### config.mk
export PLATFORM = sky130hd
export DESIGN_NAME = pause_frame_tx
export DESIGN_NICKNAME = d
export VERILOG_FILES = /design/src/rtl/pft_pkg.sv /design/src/rtl/pft_datapath.sv /design/src/rtl/pft_control.sv /design/src/rtl/pause_frame_tx.sv
export SDC_FILE = /design/constraint.sdc
export NUM_CORES = 1
export LEC_CHECK = 0
export BUFFER_PORTS_ARGS = -buffer_cell sky130_fd_sc_hd__buf_4
export CORE_ASPECT_RATIO = 1.2
export CORE_MARGIN = 2
export CORE_UTILIZATION = 39
export DETAILED_ROUTE_END_ITERATION = 10
export MAX_ROUTING_LAYER = met4
export SETUP_SLACK_MARGIN = 0.4
export SYNTH_ARGS = -nofsm -noshare
export SYNTH_HDL_FRONTEND = slang
export SYNTH_SLANG_ARGS = --single-unit
### constraint.sdc
create_clock -name clk -period 3.5 [get_ports clk]
set_clock_uncertainty 0.2 [all_clocks]
set_input_delay 0.525 -clock clk [delete_from_list [all_inputs] [get_ports clk]]
set_output_delay 0.525 -clock clk [all_outputs]
set_load 0.05 [all_outputs]
### src/rtl/pft_pkg.sv
package pft_pkg;
  typedef struct packed {
    logic load;       // capture word and length
    logic loadPause;  // arm duration counter with pause length
    logic loadOn;     // arm duration counter with on-time of current bit
    logic shift;      // retire current bit
    logic stamp;      // latch end-of-frame timestamp
  } ctlStrobe_t;

  typedef enum logic [1:0] {
    ST_IDLE  = 2'd0,
    ST_PAUSE = 2'd1,
    ST_ON    = 2'd2,
    ST_CLOSE = 2'd3
  } txState_t;
endpackage

### src/rtl/pft_datapath.sv
module pft_datapath #(
  parameter int MAX_BITS    = 32,
  parameter int BCNT_W      = 6,
  parameter int TS_W        = 32,
  parameter int PAUSE_TICKS = 20,
  parameter int ONE_TICKS   = 80,
  parameter int ZERO_TICKS  = 40
) (
  input  logic                    clk,
  input  logic                    rstN,
  input  logic                    tickUs,
  input  logic [MAX_BITS-1:0]     cmdWord,
  input  logic [BCNT_W-1:0]       bitCount,
  input  pft_pkg::ctlStrobe_t     stb,
  output logic                    phaseEnd,
  output logic                    lastBit,
  output logic                    countZero,
  output logic [TS_W-1:0]         endStamp
);
  localparam int CNT_W   = $clog2(MAX_BITS + 1);
  localparam int MAX_A   = (PAUSE_TICKS > ONE_TICKS) ? PAUSE_TICKS : ONE_TICKS;
  localparam int MAX_DUR = (MAX_A > ZERO_TICKS) ? MAX_A : ZERO_TICKS;
  localparam int DUR_W   = $clog2(MAX_DUR + 1);

  logic [MAX_BITS-1:0] shiftReg;
  logic [CNT_W-1:0]    bitsLeft;
  logic [CNT_W-1:0]    clampedCnt;
  logic [DUR_W-1:0]    durCnt;
  logic [TS_W-1:0]     tickCount;

  always_comb begin
    if (bitCount > BCNT_W'(MAX_BITS)) clampedCnt = CNT_W'(MAX_BITS);
    else                              clampedCnt = CNT_W'(bitCount);
  end

  assign countZero = (clampedCnt == '0);
  assign lastBit   = (bitsLeft == CNT_W'(1));
  assign phaseEnd  = tickUs && (durCnt == DUR_W'(1));

  always_ff @(posedge clk or negedge rstN) begin
    if (!rstN) begin
      shiftReg <= '0;
      bitsLeft <= '0;
    end else if (stb.load) begin
      shiftReg <= cmdWord;
      bitsLeft <= clampedCnt;
    end else if (stb.shift) begin
      shiftReg <= shiftReg >> 1;
      bitsLeft <= bitsLeft - CNT_W'(1);
    end
  end

  always_ff @(posedge clk or negedge rstN) begin
    if (!rstN) begin
      durCnt <= '0;
    end else if (stb.loadPause) begin
      durCnt <= DUR_W'(PAUSE_TICKS);
    end else if (stb.loadOn) begin
      durCnt <= shiftReg[0] ? DUR_W'(ONE_TICKS) : DUR_W'(ZERO_TICKS);
    end else if (tickUs && durCnt != '0) begin
      durCnt <= durCnt - DUR_W'(1);
    end
  end

  always_ff @(posedge clk or negedge rstN) begin
    if (!rstN) begin
      tickCount <= '0;
      endStamp  <= '0;
    end else begin
      if (tickUs) tickCount <= tickCount + TS_W'(1);
      if (stb.stamp) endStamp <= tickCount + TS_W'(1);
    end
  end
endmodule

### src/rtl/pft_control.sv
module pft_control (
  input  logic                clk,
  input  logic                rstN,
  input  logic                start,
  input  logic                phaseEnd,
  input  logic                lastBit,
  input  logic                countZero,
  output pft_pkg::ctlStrobe_t stb,
  output logic                carrierOn,
  output logic                busy,
  output logic                done
);
  import pft_pkg::*;

  txState_t state, nextState;
  logic     doneQ;

  always_comb begin
    nextState = state;
    stb       = '0;
    case (state)
      ST_IDLE: if (start && !countZero) begin
        stb.load      = 1'b1;
        stb.loadPause = 1'b1;
        nextState     = ST_PAUSE;
      end
      ST_PAUSE: if (phaseEnd) begin
        stb.loadOn = 1'b1;
        nextState  = ST_ON;
      end
      ST_ON: if (phaseEnd) begin
        stb.shift     = 1'b1;
        stb.loadPause = 1'b1;
        nextState     = lastBit ? ST_CLOSE : ST_PAUSE;
      end
      ST_CLOSE: if (phaseEnd) begin
        stb.stamp = 1'b1;
        nextState = ST_IDLE;
      end
      default: nextState = ST_IDLE;
    endcase
  end

  always_ff @(posedge clk or negedge rstN) begin
    if (!rstN) begin
      state <= ST_IDLE;
      doneQ <= 1'b0;
    end else begin
      state <= nextState;
      doneQ <= stb.stamp;
    end
  end

  assign carrierOn = !(state == ST_PAUSE || state == ST_CLOSE);
  assign busy      = (state != ST_IDLE);
  assign done      = doneQ;
endmodule

### src/rtl/pause_frame_tx.sv
module pause_frame_tx #(
  parameter int MAX_BITS    = 32,
  parameter int BCNT_W      = 6,
  parameter int TS_W        = 32,
  parameter int PAUSE_TICKS = 20,
  parameter int ONE_TICKS   = 80,
  parameter int ZERO_TICKS  = 40
) (
  input  logic                clk,
  input  logic                rstN,
  input  logic                tickUs,
  input  logic                start,
  input  logic [MAX_BITS-1:0] cmdWord,
  input  logic [BCNT_W-1:0]   bitCount,
  output logic                carrierOn,
  output logic                busy,
  output logic                done,
  output logic [TS_W-1:0]     endStamp
);
  pft_pkg::ctlStrobe_t stb;
  logic phaseEnd, lastBit, countZero;

  pft_control u_ctl (
    .clk(clk), .rstN(rstN), .start(start),
    .phaseEnd(phaseEnd), .lastBit(lastBit), .countZero(countZero),
    .stb(stb), .carrierOn(carrierOn), .busy(busy), .done(done)
  );

  pft_datapath #(
    .MAX_BITS(MAX_BITS), .BCNT_W(BCNT_W), .TS_W(TS_W),
    .PAUSE_TICKS(PAUSE_TICKS), .ONE_TICKS(ONE_TICKS), .ZERO_TICKS(ZERO_TICKS)
  ) u_dp (
    .clk(clk), .rstN(rstN), .tickUs(tickUs),
    .cmdWord(cmdWord), .bitCount(bitCount), .stb(stb),
    .phaseEnd(phaseEnd), .lastBit(lastBit), .countZero(countZero),
    .endStamp(endStamp)
  );
endmodule

# After elaboration in Yosys (flattened, before gate mapping)
# Index checks and enable logic that the tools add are counted.
word_totals:
  ff_bits: 112
  ram_bits: 0
  latchBits: 0
  elab_cells: 55
  inputBits: 42
  mem_count: 0
  output_inout_bits: 35
  rom_bits: 0
classes:
  mux: 22
  n_bitwise: 0
  n_addsub: 3
  shifts: 0
  eq_ne: 9
  magnitude_cmp: 1
  n_div: 0
  multipliers: 0
  n_reduce_logical: 13
op_table:
  columns: ["cell", "count"]
  rows:
  - ["2-to-1 mux 32 bit", 2]
  - ["adder 32 x 1 -> 32 bit, second input constant", 1]
  - ["2-to-1 mux 7 bit", 4]
  - ["2-to-1 mux 6 bit", 3]
  - ["2-to-1 mux 2 bit", 6]
  - ["one-hot mux 2 bit (4 select lines)", 1]
  - ["== test 7 x 1 -> 1 bit, second input constant", 1]
  - ["nonzero test 7 bit", 1]
  - ["subtractor 7 x 1 -> 7 bit, second input constant", 1]
  - ["== test 6 x 1 -> 1 bit, second input constant", 1]
  - ["> comparator 6 bit, second input constant", 1]
  - ["zero test 6 bit", 1]
  - ["!= test 2 bit, second input constant", 3]
  - ["subtractor 6 x 1 -> 6 bit, second input constant", 1]
  - ["2-to-1 mux 1 bit", 5]
  - ["== test 2 bit, second input constant", 2]
  - ["AND reduction 4 bit", 1]
  - ["nonzero test 2 bit", 2]
  - ["logical AND 1 bit", 3]
  - ["nonzero test 3 bit", 1]
  - ["== test 2 x 1 -> 1 bit, second input constant", 1]
  - ["zero test 1 bit", 2]
  - ["zero test 2 bit", 1]
  - ["!= test 2 x 1 -> 1 bit, second input constant", 1]
  - ["2 further kinds", 2]

# Longest topological paths before layout
# Gate-level depths: netlist of the first run.
logic_depth:
  depth_word: 8
  ltp_mapped: 9
  depth_no_buf: 7

# By module
# From an unflattened synthesis of the first run, not the netlist that was laid out.
unflattened:
  cells_unflattened: 571
  hier_area_um2: 5610.4
modules_own_cells:
  columns: ["module", "instances", "cells_each", "area_per_inst_um2", "seq_area_each_um2"]
  rows:
  - ["pft_datapath", 1, 554, 5441.5, 2727.6]
  - ["pft_control", 1, 17, 168.9, 75.1]

# Worst setup path before layout of the first run
# No wires, ideal clock.
synth_path:
  path_kind: "flip-flop to flip-flop"
  start: "reg u_dp.durCnt[0]"
  end: "reg u_dp.durCnt[3]"
  required_time_ps: 3196
  arrival_ps: 2010
  n_path_buf: 0
  slack_ps: 1186
  path_stages_with_launch: 7
  period_less_slack_ps: 2314
  setup_ps: 104
  path_cell_list: "dfrtp_1 -> inv_1 -> ha_1 -> or4b_4 -> o31a_4 -> a211o_1 -> a221oi_1"
synth_via:
  elab_chain_cells: 6
  elab_cells_between_ends: 12
  classes_between: "1 x add/sub; 1 x eq/ne; 6 x mux; 4 x reduce/logical"
synth_rtl:
  columns: ["item", "line", "source"]
  rows:
  - ["start: declaration", "pft_datapath.sv:28", "logic [DUR_W-1:0] durCnt;"]
  - ["start signal: assignment", "pft_datapath.sv:57", "durCnt <= DUR_W'(PAUSE_TICKS);"]
  - ["start signal: assignment", "pft_datapath.sv:59", "durCnt <= shiftReg[0] ? DUR_W'(ONE_TICKS) : DUR_W'(ZERO_TICKS);"]
  - ["start signal: assignment", "pft_datapath.sv:61", "durCnt <= durCnt - DUR_W'(1);"]
  - ["branches (longest 6 deep; another with subtractor 7 x 1 -> 7 bit)", null, null]
# Several ways; the timed one is not identified. The select of a mux whose other input is x is not followed.
# A chain may end at the register's enable or synchronous reset.

# Worst setup path in the final report of the first run
layout_path:
  start: "reg u_dp.durCnt[3]"
  end: "reg u_dp.bitsLeft[5]"
layout_via:
  elab_chain_cells: 5
layout_rtl:
  columns: ["item", "line", "source"]
  rows:
  - ["== test 7 x 1 -> 1 bit", "pft_datapath.sv:38", "assign phaseEnd = tickUs && (durCnt == DUR_W'(1));"]
  - ["logical AND 1 bit", "pft_datapath.sv:38", null]
  - ["2-to-1 mux 1 bit", "pft_control.sv:31", "ST_ON: if (phaseEnd) begin"]
  - ["2-to-1 mux 1 bit", "pft_control.sv:21", "case (state)"]
  - ["nonzero test 2 bit (no source line)", null, null]
  - ["end signal: assignment", "pft_datapath.sv:46", "bitsLeft <= clampedCnt;"]
  - ["end signal: assignment", "pft_datapath.sv:49", "bitsLeft <= bitsLeft - CNT_W'(1);"]
  - ["end: declaration", "pft_datapath.sv:26", "logic [CNT_W-1:0] bitsLeft;"]
# Every way passes these cells.

==> results.md, run 1 <==
- Cts bufs inserted: 9
- Remaining Overflow, GRT: 0
- Dpl cells: 766
- Row Count: 47
- Final Max Slew Viols: 0
- Sw frac: 31.43%
- Status: completed
- Worst-path maximum fanout: 39
- Slew headroom: 42.79%
- I/O Pins: 77
- RR Endpoint: u_dp.bitsLeft[5]$_DFFE_PN0P_
- CP Launch Point: u_dp.durCnt[3]$_DFFE_PN0P_
- Adder-cell share of the synthesized area: 1.144%
- Final wirelength: 11.38 mm
- Critical path class: register to register
- Remaining DRCs: 0
- Final Non-Filler Cells: 782
- CTS max path bufs: 2
- First-pass GRT wire length: 19.38 mm
- PD cells: 573.1 nW/um2
- Top cells by area, synth: dfrtp_1, nand2_1, o21ai_0
- H-tree Lvls: 3
- Layout cells sized above 1: 18.33%
- Post-synth top area share: 51.24%
- Post-synthesis mux area share: 6.084%
- Sequential share of power: 49.3%
- Yosys warning count: 0
- Hold buffers post-CTS: 0
- Final setup violation count: 0
- Area Overhead vs Synth: 18.23%
- CTS tree: yes
- GR Util All Layers: 16.24%
- Compound-gate portion of the synthesized area: 9.309%
- Root buf cell: clkbuf_16
- Psw: 1165 uW
- Number of register bits inferred by synthesis: 112
- Minimum clock period: 2623 ps
- Routed WL per cell: 14.55 um
- CTS Sinks: 112
- Clock share of power: 28.4%
- Slew @ Worst Pin: 858.2 ps
- Syn Std Cell Area: 5470 um2
- Cell with the most instances after synthesis: dfrtp_1
- Top FF cell, synth: dfrtp_1
- Worst R2R Start: u_dp.durCnt[3]$_DFFE_PN0P_
- Postcts setup bufs: 0
- Largest net degree at the start of global routing: 73
- Fmax achieved: 0.3813 GHz
- Worst-case reg-to-reg path depth: 5
- Vias in the first global route: 4,091
- Post-synthesis sequential area ratio: 51.24%
- RSZ-0062 raised after global routing: false
- # resized after CTS: 0
- Setup TNS: 0 ps
- Critical Path AT: 2650 ps
- Die X: 112.1 um
- Worst min-delay path class: input port to async pin
- Hold Violations, Final: 0
- Worst skew pair latency: 350 ps
- Critical Path RT: 3530 ps
- Max Cap Viol: 0
- Router iterations before antenna repair: 4
- Crit path capture type: register
- Period utilisation layout: 74.94%
- Power share of the combinational group: 22.3%
- Post-Synth Simple-Gate Area: 18.02%
- Number of buffers added on ports: 76
- GPL Wtd Cong: 0.8329
- Final net count: 653
- Synth Instances: 547
- Via density: 5.161
- Hpwl dp: 7.933 mm
- Die area: 14,990 um2
- Post-synth top area cell: dfrtp_1
- Syn_area_per_cell: 10.00 um2
- Leak pwr: 0.003038 uW
- Number of flops mapped to enable cells by yosys: 0
- Via Count: 4,036
- Largest family of logic cells by synthesized area: simple AND/OR/NAND/NOR gates
- Core area: 13,760 um2
- Peak supply drop: 0.2786 mV
- Commonest cells in the netlist: dfrtp_1, nand2_1, o21ai_0
- Initial antenna violation count: 0
- Asr flop ratio synth: 100.0%
- Starting Density: 39.75%
- R2R setup slack: 880 ps
- Syn Nets: 594
- Clock slew at reported path FFs: 70 ps
- XOR/XNOR Fraction of Synth Area: 10.41%
- Die Y: 133.7 um
- Crit path launch type: register
- Distinct cells, synth: 52
- Inserted Diodes: 0
- 1st-iter DRT viols: 308
- Internal: 2542 uW
- Post-detailed-route count of antenna-violating nets: 0
- Final core utilization: 47.00%
cell families after synthesis:
logic type / count (synthesis)
xor gates and xnor gates: 65
DFF: 112
buffers and inverters: 45
muxes: 33
adders and majority gates: 5
and+or+nand+nor: 198
AOI/OAI and AO/OA: 89
cells in the final DEF (no fill, tap or decap), types with 11 or more instances in the layout:
cell	synthesis	final
nand4_1	21	21
buf_4	0	81
nand2_1	92	92
nor2_1	15	15
inv_1	11	11
o21ai_0	68	68
nand3_1	21	20
mux2i_1	31	31
dfrtp_1	112	112
xnor2_1	38	38
xor2_1	27	27
worst max-delay path: stages, from the launching register on:
cell,delay [ps]
dfrtp_1,440
or4_4,570
or3b_4,650
nand2b_1,230
o21ai_0,100
a221o_1,310
how the worst max path moves through the flow:
stage                                        end  slack, ps  cells after the start
CTS                 u_dp.bitsLeft[5]$_DFFE_PN0P_        870                      5
global placement    u_dp.bitsLeft[5]$_DFFE_PN0P_        860                      6
detailed placement  u_dp.bitsLeft[5]$_DFFE_PN0P_        810                      6
finish              u_dp.bitsLeft[5]$_DFFE_PN0P_        880                      5
global route        u_dp.bitsLeft[5]$_DFFE_PN0P_        750                      5
floorplan             u_dp.durCnt[3]$_DFFE_PN0P_       1190                      6
metrics by stage:
stage	hold WS (ps)	total power (uW)	instance area (um2)	setup slack (ps)
after global placement	266.6	2650	6162	857.1
after detailed placement	276.6	2688	6162	807.4
final	73.07	3707	6467	877.3
after floorplan	29.41	2408	5470	1186
after global routing	159.6	3954	6467	746.9
after CTS	106.3	3765	6467	866.3
power by group through the flow:
stage / Sequential, uW / Clock [uW] / Combinational, uW
6_report: 1830 / 1050 / 826
4_1_cts: 1830 / 1090 / 843
3_3_place_gp: 1840 / 0 / 811
5_1_grt: 1870 / 1130 / 952
2_1_floorplan: 1770 / 0 / 634
3_5_place_dp: 1850 / 0 / 838
registers in the layout (all words and copies together), names as in the netlist:
signal          flops
u_ctl.done          1
u_ctl.state         2
u_dp.bitsLeft       6
u_dp.tickCount     32
u_dp.shiftReg      32
u_dp.durCnt         7
u_dp.endStamp      32
cell type report:
type / instances / area, um2
well taps: 171 / 214.0
flip-flops and latches: 112 / 2803
repair buffers: 82 / 628.1
multi-input cells: 390 / 2476
inverters: 11 / 41.29
fillers: 1308 / 7293
clock buffers: 10 / 239.0
clock inverters: 6 / 66.31
metal layers:
layer,global-route usage [%],wire length (um),vias to the layer above
met3,2.684,444,13
met4,6.030,178,0
li1,-,-,1994
met2,25.87,5446,80
met1,20.96,5312,1949
met5,-,0,-
Power figures use the tool's default switching activity.
==> run 2, diff against run 1 <==
Clock period 3.5 ns to 2.4 ns, I/O delays scaled along.
==> run 2 against run 1 <==
  * Via count is 12% higher
  * Sequential power rose by 46%
  * Core utilization grew 7.6 points
  * Flip-flop and latch count is the same
  * Register-to-register slack got worse by 750 ps
  * Sequential share of layout area is 5.8 points lower
  * Wire length is 28% higher
  * Die area did not move
  * Setup slack got worse by 750 ps
  * Cell area grew 16%
  * Fmax rose by 15%
  * Critical path type unchanged
  * Critical endpoint is now u_dp.shiftReg[5]$_DFFE_PN0P_
  * Largest power group unchanged
==> results.md, run 2 (same netlist as run 1, synthesis figures left out) <==
- Via density: 5.286
- Worst-path maximum fanout: 8
- Inserted Diodes: 0
- Worst skew pair latency: 350 ps
- Slew headroom: 66.81%
- RR Endpoint: u_dp.shiftReg[5]$_DFFE_PN0P_
- Clock slew at reported path FFs: 70 ps
- Remaining DRCs: 0
- Layout cells sized above 1: 33.14%
- Core area: 13,760 um2
- Post-detailed-route count of antenna-violating nets: 0
- Crit path capture type: register
- Critical Path RT: 2430 ps
- Leak pwr: 0.003564 uW
- H-tree Lvls: 3
- Status: completed
- Minimum clock period: 2276 ps
- Top Registers: u_dp.endStamp (32), u_dp.shiftReg (32), u_dp.tickCount (32)
- Worst-case reg-to-reg path depth: 5
- Fill count: 1,203
- Slew @ Worst Pin: 493.3 ps
- Most common cell after layout, fill and taps aside: buf_4
- Final Max Slew Viols: 0
- PD cells: 808.6 nW/um2
- Hold Violations, Final: 0
- Worst Hold Depth: 3
- GR Util All Layers: 19.89%
- Largest net degree at the start of global routing: 41
- Worst min-delay path class: input port to register
- Die area: 14,990 um2
- RSZ-0062 raised after global routing: true
- Hpwl dp: 8.080 mm
- Critical Path AT: 2310 ps
- Number of buffers added on ports: 76
- Routed WL per cell: 17.04 um
- Hold path start: cmdWord[11]
- Die X: 112.1 um
- Remaining Overflow, GRT: 0
- Most frequent cells in the layout: buf_4, dfrtp_1, nand2_1
- Starting Density: 39.75%
- Root buf cell: clkbuf_16
- I/O Pins: 77
- CTS Sinks: 112
- Min-Delay Endpoint: u_dp.shiftReg[11]$_DFFE_PN0P_
- First-pass GRT wire length: 23.18 mm
- Area Overhead vs Synth: 37.47%
- CTS tree: yes
- Setup TNS: 0 ps
- GPL Wtd Cong: 0.7999
- Cts bufs inserted: 9
- Period utilisation layout: 94.83%
- Vias in the first global route: 4,577
- Final core utilization: 54.65%
- Crit path launch type: register
- Router iterations before antenna repair: 5
- Final wirelength: 14.59 mm
- Worst R2R Start: u_dp.durCnt[5]$_DFFE_PN0P_
- R2R setup slack: 120 ps
- CTS max path bufs: 2
- Fmax achieved: 0.4394 GHz
- Via Count: 4,525
- 1st-iter DRT viols: 244
- Final setup violation count: 0
- Initial antenna violation count: 0
- Peak supply drop: 0.4858 mV
- Die Y: 133.7 um
- Final net count: 727
- Row Count: 47
- Max Cap Viol: 0
- Critical path class: register to register
-- run 2: cell count changes in the layout (fill, tap and decap cells not counted), moves of 4 or more --
cell and delta:
o21ai_0 -58, o21ai_1 +56, buf_4 +46, buf_6 +15, dfrtp_1 -13, dfrtp_2 +13
buf_16 +6, nor4_4 +4
-- run 2: worst max path at each step --
stage / cells past startpoint / slack (ps) / endpoint / start
final: 5 / 120 / u_dp.shiftReg[5]$_DFFE_PN0P_ / u_dp.durCnt[5]$_DFFE_PN0P_
after CTS: 5 / 120 / u_dp.bitsLeft[5]$_DFFE_PN0P_ / u_dp.durCnt[5]$_DFFE_PN0P_
after global routing: 7 / 70 / u_dp.bitsLeft[4]$_DFFE_PN0P_ / u_dp.durCnt[5]$_DFFE_PN0P_
after global placement: 6 / 100 / u_dp.durCnt[5]$_DFFE_PN0P_ / u_dp.durCnt[0]$_DFFE_PN0P_
after detailed placement: 5 / 50 / u_dp.bitsLeft[5]$_DFFE_PN0P_ / u_dp.durCnt[4]$_DFFE_PN0P_
after floorplan: 6 / 150 / u_dp.durCnt[4]$_DFFE_PN0P_ / u_dp.durCnt[0]$_DFFE_PN0P_
-- run 2: area by class of cell --
type	count	area [um2]	area share, %
clock buffer	13	250.2	3.328
clock inverter	3	65.06	0.8652
inverter	11	41.29	0.5491
timing repair buffer	156	1448	19.25
tap	171	214.0	2.845
multi-input combinational	390	2683	35.67
sequential	112	2819	37.49
-- run 2: repair_timing --
action	CTS	global route
resized for setup	42	54
pin swaps	10	18
endpoints found under the hold margin	33	0
hold buffers	1	0
setup buffers	23	26
setup endpoints to repair	86	97
gates cloned	9	1
-- run 2: report_power, final --
| part | internal [uW] | switching [uW] | leakage [uW] | total (uW) |
|---|---|---|---|---|
| registers | 2310 | 358 | 0.00147 | 2670 |
| clock network | 944 | 667 | 0.000154 | 1610 |
| logic | 912 | 886 | 0.00194 | 1800 |
-- run 2: worst max-delay path, cell delays in order (launching register included) --
cell       delay [ps]
dfrtp_1           380
or4_4             540
or3b_4            490
bufbuf_16         320
mux2i_1           150
o21ai_1            80
-- run 2: layer usage --
metal	global-route usage (%)	wire length, um	vias to the layer above
met5	-	0	-
met4	6.775	251	0
met3	2.730	578	23
met2	33.20	7436	126
met1	24.99	6323	2226
li1	-	-	2150
-- run 2: stage by stage --
stage / instances / power, uW / setup WS [ps] / hold WS (ps) / instance area [um2]
2_1_floorplan: 547 / 3592 / 152.6 / -135.6 / 5533
5_1_grt: 856 / 6433 / 73.82 / 23.51 / 7520
4_1_cts: 829 / 5896 / 124.9 / 2.434 / 7183
6_report: 856 / 6080 / 124.1 / 12.98 / 7520
3_5_place_dp: 780 / 4039 / 53.39 / 158.4 / 6345
3_3_place_gp: 780 / 3983 / 103.9 / 155.8 / 6345
==> run 3, diff against run 2 <==
--- a/config.mk
+++ b/config.mk
@@ -6,9 +6,10 @@
 export NUM_CORES = 1
 export LEC_CHECK = 0
-export BUFFER_PORTS_ARGS = -buffer_cell sky130_fd_sc_hd__buf_4
 export CORE_ASPECT_RATIO = 1.2
 export CORE_MARGIN = 2
 export CORE_UTILIZATION = 39
+export CTS_CLUSTER_DIAMETER = 200
 export DETAILED_ROUTE_END_ITERATION = 10
+export DONT_BUFFER_PORTS = 1
 export MAX_ROUTING_LAYER = met4
 export SETUP_SLACK_MARGIN = 0.4
==> constraint.sdc (replaced) <==
create_clock -name clk -period 2.4 [get_ports clk]
set_clock_uncertainty 0.2 [all_clocks]
set_input_delay 0.36 -clock clk [delete_from_list [all_inputs] [get_ports clk]]
set_output_delay 0.36 -clock clk [all_outputs]
set_load 0.005 [all_outputs]
==> run 3 against run 2 <==
  * The run now ends with negative hold slack left
  * Via count shrank 7.4%
  * Power shrank 6.4%
  * Die area unchanged
  * Non-clock buffer count down 64
  * Clock power decreased by 11%
  * Critical path type unchanged
  * Critical endpoint is now u_dp.bitsLeft[4]$_DFFE_PN0P_
  * Largest cell class unchanged
  * Largest power group unchanged
==> results.md, run 3 (same netlist as run 1, synthesis figures left out) <==
- Status: complete, but fails checks
- Violated checks: negative hold slack
- Fmax achieved: 0.4396 GHz
- Critical path class: register to register
- Met2 usage: 28.71%
- Crit path capture type: register
- Clock slew at reported path FFs: 70 ps
- First-pass GRT wire length: 20.64 mm
- Final net count: 663
- Leak pwr: 0.003119 uW
- Hold Violations, Final: 112
- Critical Path RT: 2450 ps
- Post-detailed-route count of antenna-violating nets: 0
- 1st-iter DRT viols: 213
- Dpl cells: 700
- Most frequent cells in the layout: dfrtp_1, nand2_1, buf_4
- Die Y: 133.7 um
- Routed WL per cell: 16.13 um
- Via Count: 4,190
- Final wirelength: 12.77 mm
- PD cells: 824.2 nW/um2
- Sw frac: 31.44%
- Die area: 14,990 um2
- Vias in the first global route: 4,181
- Period utilisation layout: 94.77%
- Largest net degree at the start of global routing: 113
- GR Util All Layers: 17.51%
- CTS max path bufs: 2
- GR Layer Usage met1: 21.35%
- Hpwl dp: 7.641 mm
- Inserted Diodes: 0
- Minimum clock period: 2275 ps
- Psw: 1789 uW
- Core area: 13,760 um2
- Critical Path AT: 2320 ps
- Starting Density: 39.75%
- Initial antenna violation count: 0
- Router iterations before antenna repair: 4
- Remaining DRCs: 0
- Worst min-delay path class: input port to async pin
- Final Non-Filler Cells: 792
- Final setup violation count: 0
- Root buf cell: clkbuf_16
- Most Crowded Layer GR: met2
- GPL Wtd Cong: 0.7874
- Worst skew pair latency: 350 ps
- Setup TNS: 0 ps
- Power share of the combinational group: 27.9%
- H-tree Lvls: 3
- Internal: 3900 uW
- Sequential share of power: 47.0%
- Via density: 5.290
- Top Registers: u_dp.endStamp (32), u_dp.shiftReg (32), u_dp.tickCount (32)
- Slew headroom: 41.88%
- Cts bufs inserted: 9
- CTS tree: yes
- Clock share of power: 25.1%
- Crit path launch type: register
- Die X: 112.1 um
- Number of buffers added on ports: 0
- Fill count: 1,237
- Peak supply drop: 0.5626 mV
- Most common cell after layout, fill and taps aside: dfrtp_1
- Worst-path maximum fanout: 19
- Area Overhead vs Synth: 26.17%
- Max Cap Viol: 0
- RSZ-0062 raised after global routing: true
- Met3 usage: 3.913%
- CTS Sinks: 112
- Hold buffers post-CTS: 39
- Remaining Overflow, GRT: 0
- Final Max Slew Viols: 0
- Row Count: 47
- Layout cells sized above 1: 19.48%
- Fin Hold WS: -501.9 ps
- Slew @ Worst Pin: 871.8 ps
- I/O Pins: 77
==> run 3: cell count changes in the layout (fill, tap and decap cells not counted), moves of 3 or more <==
cell,delta
buf_6,-7
dfrtp_2,-3
dfrtp_1,+3
buf_12,-3
dlygate4sd3_1,+37
buf_4,-86
buf_16,-5
o21ai_1,-22
clkbuf_1,-3
o21ai_0,+23
==> run 3: stage by stage <==
step | power [uW] | hold WS [ps] | area, um2 | util (%) | worst slack [ps]
after floorplan | 3526 | -135.6 | 5533 | - | 152.6
after global placement | 3755 | -133.0 | 5719 | 41.56 | 110.0
after detailed placement | 3827 | -132.8 | 5719 | 41.56 | 47.55
after CTS | 5577 | -520.3 | 6638 | 48.24 | 110.6
after global routing | 6055 | -519.1 | 6902 | 50.15 | 75.09
final | 5689 | -501.9 | 6902 | 50.15 | 125.4
==> run 3: what timing repair did <==
action,4_1_cts,5_1_grt
pin swaps,4,14
resized for setup,24,32
setup buffers,15,18
hold endpoints to repair,169,112
cloned,2,2
endpoints found under the setup margin,84,87
==> run 3: power groups by stage <==
stage	registers (uW)	clock network (uW)	logic, uW
finish	2670	1430	1590
global route	2740	1560	1760
detailed placement	2690	0	1140
CTS	2640	1480	1460
global placement	2670	0	1080
floorplan	2580	0	949
==> run 3: worst paths after layout <==
path | slack [ps] | start | depth (start not counted) | end
min in group clk | 20 | bitCount[5] | 2 | u_dp.bitsLeft[2]$_DFFE_PN0P_
setup reg to reg | 130 | u_dp.durCnt[5]$_DFFE_PN0P_ | 6 | u_dp.bitsLeft[4]$_DFFE_PN0P_
hold reg to reg | 290 | u_dp.tickCount[31]$_DFFE_PN0P_ | 1 | u_dp.tickCount[31]$_DFFE_PN0P_
setup / recovery | 130 | u_dp.durCnt[5]$_DFFE_PN0P_ | 6 | u_dp.bitsLeft[4]$_DFFE_PN0P_
hold / removal | -500 | rstN | 0 | u_dp.bitsLeft[0]$_DFFE_PN0P_
max in group asynchronous | 2310 | rstN | 0 | u_dp.endStamp[19]$_DFFE_PN0P_
==> run 3: critical path: stages (launching register included) <==
cell      delay, ps
dfrtp_2         420
or4_4           540
or3b_4          490
buf_16          200
a21oi_1         130
o21ai_0         100
o311ai_1        100
==> run 3: layout make-up <==
class                      count  area [um2]  area share (%)
inverter                      11       41.29          0.5983
sequential                   112        2815           40.79
multi-input combinational    390        2653           38.43
timing repair buffer          92       895.9           12.98
tap                          171       214.0           3.100
clock buffer                  10       239.0           3.463
clock inverter                 6       43.79          0.6345
==> run 3: metal layers <==
metal | vias up | wire (um)
li1 | 2028 | -
met3 | 15 | 662
met2 | 92 | 6531
met5 | - | 0
met1 | 2055 | 5399
met4 | 0 | 179
